`src/rtl/msr_trap_pkg.sv`:
```
package msr_trap_pkg;
  localparam int unsigned IDX_W  = 32;
  localparam int unsigned ADDR_W = 32;
  // index window span is 2**WIN_BITS entries, one bit each
  localparam int unsigned WIN_BITS = 13;
  localparam logic [IDX_W-1:0] HI_FIRST = 32'hC000_0000;

  typedef enum logic [0:0] {
    ST_IDLE = 1'b0,
    ST_WAIT = 1'b1
  } fetch_state_e;
endpackage

```
`src/rtl/msr_window_decode.sv`:
```
module msr_window_decode #(
  parameter int unsigned IDX_W    = msr_trap_pkg::IDX_W,
  parameter int unsigned WIN_BITS = msr_trap_pkg::WIN_BITS,
  parameter logic [IDX_W-1:0] HI_FIRST = msr_trap_pkg::HI_FIRST,
  localparam int unsigned OFF_W   = WIN_BITS - 3 + 2
) (
  input  logic [IDX_W-1:0] index_i,
  input  logic             is_write_i,
  output logic             in_lo_o,
  output logic             in_hi_o,
  output logic [OFF_W-1:0] byte_off_o,
  output logic [2:0]       bit_sel_o
);
  localparam logic [IDX_W-1:0] WIN_SPAN = IDX_W'(1) << WIN_BITS;

  logic [IDX_W-1:0] hi_rel;
  logic [IDX_W-1:0] rel;

  assign hi_rel  = index_i - HI_FIRST;
  assign in_lo_o = index_i < WIN_SPAN;
  assign in_hi_o = hi_rel < WIN_SPAN;
  assign rel     = in_hi_o ? hi_rel : index_i;

  // quarter select: direction is the top bit, window the next
  assign byte_off_o = {is_write_i, in_hi_o, rel[WIN_BITS-1:3]};
  assign bit_sel_o  = index_i[2:0];
endmodule

```
`src/rtl/msr_bit_pick.sv`:
```
module msr_bit_pick #(
  parameter int unsigned BYTE_W = 8,
  localparam int unsigned SEL_W = $clog2(BYTE_W)
) (
  input  logic [BYTE_W-1:0] byte_i,
  input  logic [SEL_W-1:0]  sel_i,
  output logic              hit_o
);
  logic [BYTE_W-1:0] onehot;

  for (genvar g = 0; g < BYTE_W; g++) begin : g_mask
    assign onehot[g] = (sel_i == SEL_W'(g));
  end

  assign hit_o = |(onehot & byte_i);
endmodule

```
`src/rtl/msr_fetch_seq.sv`:
```
module msr_fetch_seq
  import msr_trap_pkg::*;
#(
  parameter int unsigned ADDR_W = msr_trap_pkg::ADDR_W,
  parameter int unsigned OFF_W  = 12
) (
  input  logic              clk_i,
  input  logic              rst_ni,
  input  logic              req_i,
  input  logic              enable_i,
  input  logic              in_window_i,
  input  logic [OFF_W-1:0]  byte_off_i,
  input  logic [2:0]        bit_sel_i,
  input  logic [ADDR_W-1:0] base_i,
  input  logic              mem_ack_i,
  input  logic              hit_i,
  output logic              mem_req_o,
  output logic [ADDR_W-1:0] mem_addr_o,
  output logic [2:0]        sel_q_o,
  output logic              busy_o,
  output logic              done_o,
  output logic              trap_o
);
  fetch_state_e state_q;

  assign busy_o = (state_q == ST_WAIT);

  always_ff @(posedge clk_i or negedge rst_ni) begin
    if (!rst_ni) begin
      state_q    <= ST_IDLE;
      mem_req_o  <= 1'b0;
      mem_addr_o <= '0;
      sel_q_o    <= '0;
      done_o     <= 1'b0;
      trap_o     <= 1'b0;
    end else begin
      done_o <= 1'b0;
      unique case (state_q)
        ST_IDLE: begin
          if (req_i) begin
            if (!enable_i || !in_window_i) begin
              done_o <= 1'b1;
              trap_o <= 1'b1;
            end else begin
              state_q    <= ST_WAIT;
              mem_req_o  <= 1'b1;
              mem_addr_o <= base_i + ADDR_W'(byte_off_i);
              sel_q_o    <= bit_sel_i;
            end
          end
        end
        ST_WAIT: begin
          if (mem_ack_i) begin
            state_q   <= ST_IDLE;
            mem_req_o <= 1'b0;
            done_o    <= 1'b1;
            trap_o    <= hit_i;
          end
        end
        default: state_q <= ST_IDLE;
      endcase
    end
  end
endmodule

```
`src/rtl/msr_trap_filter.sv`:
```
module msr_trap_filter
  import msr_trap_pkg::*;
#(
  parameter int unsigned IW = msr_trap_pkg::IDX_W,
  parameter int unsigned AW = msr_trap_pkg::ADDR_W
) (
  input  logic          clk_i,
  input  logic          rst_ni,
  input  logic          req_i,
  input  logic [IW-1:0] index_i,
  input  logic          is_write_i,
  input  logic [AW-1:0] bitmap_base_i,
  input  logic          bitmaps_en_i,
  output logic          mem_req_o,
  output logic [AW-1:0] mem_addr_o,
  input  logic          mem_ack_i,
  input  logic [7:0]    mem_rdata_i,
  output logic          done_o,
  output logic          trap_o
);
  localparam int unsigned OFF_W = WIN_BITS - 3 + 2;

  logic             in_lo, in_hi, hit, busy;
  logic [OFF_W-1:0] byte_off;
  logic [2:0]       bit_sel, sel_q;

  msr_window_decode #(
    .IDX_W(IW), .WIN_BITS(WIN_BITS), .HI_FIRST(IW'(HI_FIRST))
  ) i_decode (
    .index_i   (index_i),
    .is_write_i(is_write_i),
    .in_lo_o   (in_lo),
    .in_hi_o   (in_hi),
    .byte_off_o(byte_off),
    .bit_sel_o (bit_sel)
  );

  msr_bit_pick #(.BYTE_W(8)) i_pick (
    .byte_i(mem_rdata_i),
    .sel_i (sel_q),
    .hit_o (hit)
  );

  msr_fetch_seq #(.ADDR_W(AW), .OFF_W(OFF_W)) i_seq (
    .clk_i      (clk_i),
    .rst_ni     (rst_ni),
    .req_i      (req_i),
    .enable_i   (bitmaps_en_i),
    .in_window_i(in_lo | in_hi),
    .byte_off_i (byte_off),
    .bit_sel_i  (bit_sel),
    .base_i     (bitmap_base_i),
    .mem_ack_i  (mem_ack_i),
    .hit_i      (hit),
    .mem_req_o  (mem_req_o),
    .mem_addr_o (mem_addr_o),
    .sel_q_o    (sel_q),
    .busy_o     (busy),
    .done_o     (done_o),
    .trap_o     (trap_o)
  );
endmodule

```
`config.mk`:
```
export PLATFORM = sky130hd
export DESIGN_NAME = msr_trap_filter
export DESIGN_NICKNAME = d
export VERILOG_FILES = /design/src/rtl/msr_trap_pkg.sv /design/src/rtl/msr_window_decode.sv /design/src/rtl/msr_bit_pick.sv /design/src/rtl/msr_fetch_seq.sv /design/src/rtl/msr_trap_filter.sv
export SDC_FILE = /design/constraint.sdc
export NUM_CORES = 1
export LEC_CHECK = 0
export BUFFER_PORTS_ARGS = -buffer_cell sky130_fd_sc_hd__buf_2
export CAP_MARGIN = 20
export CELL_PAD_IN_SITES_DETAIL_PLACEMENT = 1
export CELL_PAD_IN_SITES_GLOBAL_PLACEMENT = 2
export CORE_ASPECT_RATIO = 0.6
export CORE_MARGIN = 3
export CORE_UTILIZATION = 28
export CTS_BUF_LIST = sky130_fd_sc_hd__clkbuf_8
export DETAILED_ROUTE_END_ITERATION = 7
export HOLD_SLACK_MARGIN = 0.12
export PLACE_DENSITY_LB_ADDON = 0.12
export SYNTH_ARGS = -nofsm -noshare
export SYNTH_HDL_FRONTEND = slang
export SYNTH_HIERARCHICAL = 1
export SYNTH_SLANG_ARGS = --single-unit
```
`constraint.sdc`:
```
create_clock -name clk_i -period 2.42 [get_ports clk_i]
set_clock_uncertainty 0.1 [all_clocks]
set_input_delay 0.484 -clock clk_i [delete_from_list [all_inputs] [get_ports clk_i]]
set_output_delay 0.484 -clock clk_i [all_outputs]
set_load 0.005 [all_outputs]
```
### After elaboration in Yosys (flattened, before gate mapping)

Cells that the tools add are included.

* muxes and demuxes: 17
* eq/ne operators: 11
* reductions and logical operators: 8
* add/subtract/negate cells: 2
* order comparisons: 2
* bitwise gates (word level): 4

Operator list (number)
* < comparator 32 x 14 -> 1 bit, second input constant: 2
* adder 32 x 12 -> 32 bit: 1
* subtractor 32 bit, second input constant: 1
* two-way mux 13 bit: 1
* == test 3 bit, second input constant: 4
* two-way mux 1 bit: 12
* AND reduction 3 bit: 3
* bitwise AND 8 bit: 1
* case mux 1 bit (2 select lines): 4
* OR reduction 8 bit: 1
* == test 3 x 2 -> 1 bit, second input constant: 2
* != test 2 bit, second input constant: 3
* == test 3 x 1 -> 1 bit, second input constant: 1
* logical NOT 3 bit: 1
* logical NOT 1 bit: 2
* != test 2 x 1 -> 1 bit, second input constant: 1
* NOT 1 bit: 2
* logical OR 1 bit: 1
* OR 1 bit: 1

* register bits: 39
* logic and storage cells: 50

### Logic depth before layout (Yosys ltp)

* depth in word-level cells: 8
* gate-level depth with buffers: 12

### Hierarchy

The synthesis kept the hierarchy.

Modules (own cells, without submodules)
* msr_fetch_seq: cells an instance 279, times used 1, area an instance 2534.9 um2
* msr_window_decode: cells an instance 25, times used 1, area an instance 170.2 um2
* msr_bit_pick: cells an instance 3, times used 1, area an instance 63.8 um2
* msr_trap_filter: cells an instance 1, times used 1, area an instance 6.3 um2

### Worst setup path before layout

OpenSTA, ideal clock, no wires.

* path type: input-to-reg
* start point: input port index_i[19]
* end point: register i_seq.mem_addr_o[13]
* stages on the path: 12
* arrival: 2.641 ns
* path slack: -0.387 ns
* setup time: 0.065 ns
* buffers on the path: 2
* cell sequence: nor4_1 -> nand3_1 -> nor3_1 -> buf_4 -> ha_1 -> o21ai_0 -> o221ai_1 -> a41o_2 -> a21oi_2 -> buf_6 -> mux2_2 -> nand2_1

* cells in the longest elaborated chain, start to end: 7
* elaborated cells between the ends (all ways): 10
* classes of those cells: add/sub (2); order compare (2); mux (1); bitwise (2); reduce/logical (3)

RTL lines
* start, declared: line msr_trap_filter.sv:10 `input logic [IW-1:0] index_i,`
* subtractor 32 bit *: line msr_window_decode.sv:19 `assign hi_rel = index_i - HI_FIRST;`
* < comparator 32 x 14 -> 1 bit *: line msr_window_decode.sv:21 `assign in_hi_o = hi_rel < WIN_SPAN;`
* net in_hi: line msr_trap_filter.sv:23 `logic in_lo, in_hi, hit, busy;`
* branches (longest 5 deep; another with adder 32 x 12 -> 32 bit)
* end signal, assigned: line msr_fetch_seq.sv:47 `mem_addr_o <= base_i + ADDR_W'(byte_off_i);`
* end, declared: line msr_fetch_seq.sv:18 `output logic [ADDR_W-1:0] mem_addr_o,`

Mark *: on every way through the listed nets, which the timed path passes.
A chain may end at the register's enable or synchronous reset.

### Final worst setup path

* start point: input port index_i[19]
* end point: register i_seq.mem_addr_o[21]

Same word-level chain as after synthesis.

==> flow_summary.ini <==
[outcome]
status = complete, but fails checks
violations = setup timing

[logic_synthesis]
synthArstFlopShare_pct = 100
yosysUniqueCellTypes = 56
synth_edf_count = 0
syn-mean-instance-area_sq_um = 9.01
syn-num-nets = 399
yosys_warnings = 6
synth-seq-area-share_pct = 35.2
synthCells = 308
syn-cell-area_sq_um = 2780
ys_ff_latch = 39
synthFlopType = dfrtp_1

[routing]
routed-via-count = 2770
drcViolationCount = 0
vias_per_cell = 4.79
first_pass_iters = 4
wire_per_inst_um = 15.7
finalWirelength_um = 9080
ant_nets = 0
drt_iter0_drc = 72

[timing]
hold_slack_ns = 0.146
drv_slew = 0
slew_headroom_pct = 63.6
finalWorstSetupSlack_ns = -0.176
fmax_mhz = 385
hold_viol = 0
grt_setup_unrepaired = true
worst_slew_pin_slew_ns = 0.546
final.period_utilization_pct = 107
finalSetupViolCount = 14
fin_crit_ns = 2.60

[worst_setup_path]
r2r_slack_ns = 0.72
cp-end-kind = register
crit_fanout = 3
r2r_end = i_seq/trap_o
cp-startpoint = index_i[19]
start_kind = primary input
crit_type = in2reg
reg2reg_from = i_seq/sel_q_o[1]
cp.required_ns = 2.50
worstPathArrival_ns = 2.68
critPathCapture = i_seq/mem_addr_o[21]
r2r_cells = 3

[place]
gp_congestion = 0.779
place_area_sq_um = 3760
dp.final_hpwl_um = 7270
dp_cells = 566
port_buffers = 112

[die]
rows = 27
die_w_um = 135
dieArea_sq_um = 11200
die_h_um = 83.1
start_util_pct = 29.5
pin_count = 113
core-area_sq_um = 9390

[cells_and_area]
syn2layout_area_growth_pct = 45.0
final_cell_area_sq_um = 4020
diodes = 0
drive_gt1_share_pct = 46.4
layout.cells.non_filler = 578
multi_input_area_sq_um = 1750
fillCellCount = 1128
seqCellArea_sq_um = 976
nets = 538
final_util_pct = 42.8

[clocking]
cts_buffers = 5
insertion_delay_ns = 0.29
cts_root_buffer = clkbuf_8
cts_tree = built
max-clock-path-buffers = 2
htreeDepth = 2
clk_pin_slew_worst_paths_ns = 0.09
clkSinkCount = 39

[grt]
grt_antenna_before_repair = 0
overflow = 0
grtUsageMet2_pct = 26.0
grt.total_usage_pct = 16.5
grt_pass1_vias = 2939
grt_max_degree = 40
grtUsageMet3_pct = 4.06
globalRouteMet1Util_pct = 23.3
top_usage_layer = met2
grt_pass1_wl_um = 14800

[power]
cellPowerDensity_nw_per_um2 = 415
p_leak_nw = 2.00
peakVddDrop_mv = 0.203

[hold_path]
hp-class = in2async

[flow_run]
maxCapViolations = 0
[sequential cells by signal, indices dropped and copies added, names as in the netlist]
signal and flops:
i_seq/sel_q_o 3, i_seq/trap_o 1, i_seq/mem_addr_o 32, i_seq/done_o 1, i_seq/busy_o 1, i_seq/mem_req_o 1
[cells in the final DEF (no fill, tap or decap), drive strengths merged, types with 3 or more instances in the layout]
cell type	n
a21o	3
a21oi	11
a31o	3
a31oi	5
and2	5
and3	4
buf	160
clkbuf	6
dfrtp	39
ha	12
inv	7
mux2i	3
nand2	61
nand3	17
nand4	8
nor2	12
nor3	9
nor4	6
o21ai	22
o31ai	4
or4	4
xnor2	15
[kinds of logic after synthesis]
group | count (synthesis) | synth area share (%)
and+or+nand+nor | 133 | 25.1
AOI/OAI and AO/OA | 64 | 16.5
DFF | 39 | 35.2
buffers and inverters | 35 | 7.94
xor gates and xnor gates | 17 | 5.37
adders and majority gates | 13 | 6.13
muxes | 7 | 3.79
[stage by stage]
| step | setup TNS, ns | setup WS [ns] | total power, mW |
|---|---|---|---|
| final | -0.964 | -0.176 | 1.67 |
| after global routing | -3.73 | -0.296 | 1.75 |
| after detailed placement | -10.45 | -0.549 | 1.06 |
| after CTS | -0.649 | -0.131 | 1.68 |
| after global placement | -7.27 | -0.429 | 1.06 |
| after floorplan | -2.52 | -0.181 | 0.876 |
[critical path, stage by stage]
cell and delay [ns]:
buf_6 0.10, nor4_4 0.27, nand3_2 0.15, nor3_4 0.25
ha_4 0.25, nand4_1 0.09, o221ai_2 0.10, a41o_2 0.25
buf_4 0.14, buf_6 0.11, a31o_4 0.25, mux2i_1 0.15
nand3_1 0.08
[synthesized netlist by cell type, drive strengths merged (2+ instances only)]
| master | n | area, sq um |
|---|---|---|
| o21a | 2 | 15.0 |
| xor2 | 2 | 17.5 |
| nor4b | 2 | 30.0 |
| o31ai | 4 | 30.0 |
| a211o | 2 | 17.5 |
| nor2 | 12 | 52.6 |
| nand2 | 61 | 229 |
| mux4 | 2 | 52.6 |
| a21o | 3 | 22.5 |
| nand4 | 8 | 56.3 |
| nor4 | 6 | 56.3 |
| and3 | 4 | 25.0 |
| clkbuf | 5 | 18.8 |
| or4 | 4 | 30.0 |
| nor3b | 2 | 15.0 |
| dfrtp | 39 | 976 |
| a21oi | 11 | 66.3 |
| nor3 | 9 | 56.3 |
| and2 | 5 | 31.3 |
| nand3 | 17 | 95.1 |
| inv | 7 | 26.3 |
| ha | 12 | 150 |
| buf | 23 | 175 |
| o21ai | 22 | 114 |
| a31o | 3 | 26.3 |
| xnor2 | 15 | 131 |
| mux2i | 3 | 30.0 |
| a31oi | 5 | 31.3 |
| o211ai | 2 | 25.0 |
| mux2 | 2 | 22.5 |
[power by group]
part	switching [mW]	leakage [nW]	internal [mW]	total (mW)
Clock	0.255	0.0612	0.334	0.589
Sequential	0.000336	0.538	0.652	0.652
Combinational	0.216	1.40	0.211	0.427
[repair_timing]
action | in CTS | in global routing
pin swaps | 10 | 13
endpoints found under the setup margin | 20 | 22
hold buffers | 0 | 0
buffers inserted | 3 | 2
gates resized for setup | 15 | 10
[routing by layer]
metal  routed length, um  vias to the layer above
met3                 450                        7
met5                   0                        -
met1                4590                     1337
li1                    -                     1366
met2                3980                       60
met4                  63                        0
[cell type report]
cell class	count	share of cell area (%)
clock buffer	6	2.05
inverter	7	0.653
tap	130	4.04
sequential	39	24.3
timing repair buffer	160	24.7
clock inverter	2	0.871
multi-input combinational	234	43.4
[worst min path at each step]
stage                                   start              endpoint  slack (ns)  cells after the start
final                                  rst_ni  i_seq/mem_addr_o[27]        0.15                      2
after global routing                   rst_ni   i_seq/mem_addr_o[0]        0.20                      2
after CTS                              rst_ni  i_seq/mem_addr_o[27]        0.16                      2
after detailed placement  i_seq/mem_addr_o[1]   i_seq/mem_addr_o[1]        0.36                      2
after global placement    i_seq/mem_addr_o[1]   i_seq/mem_addr_o[1]        0.35                      2
after floorplan                        rst_ni          i_seq/busy_o        0.09                      0
(Power assumes the default switching activity.)
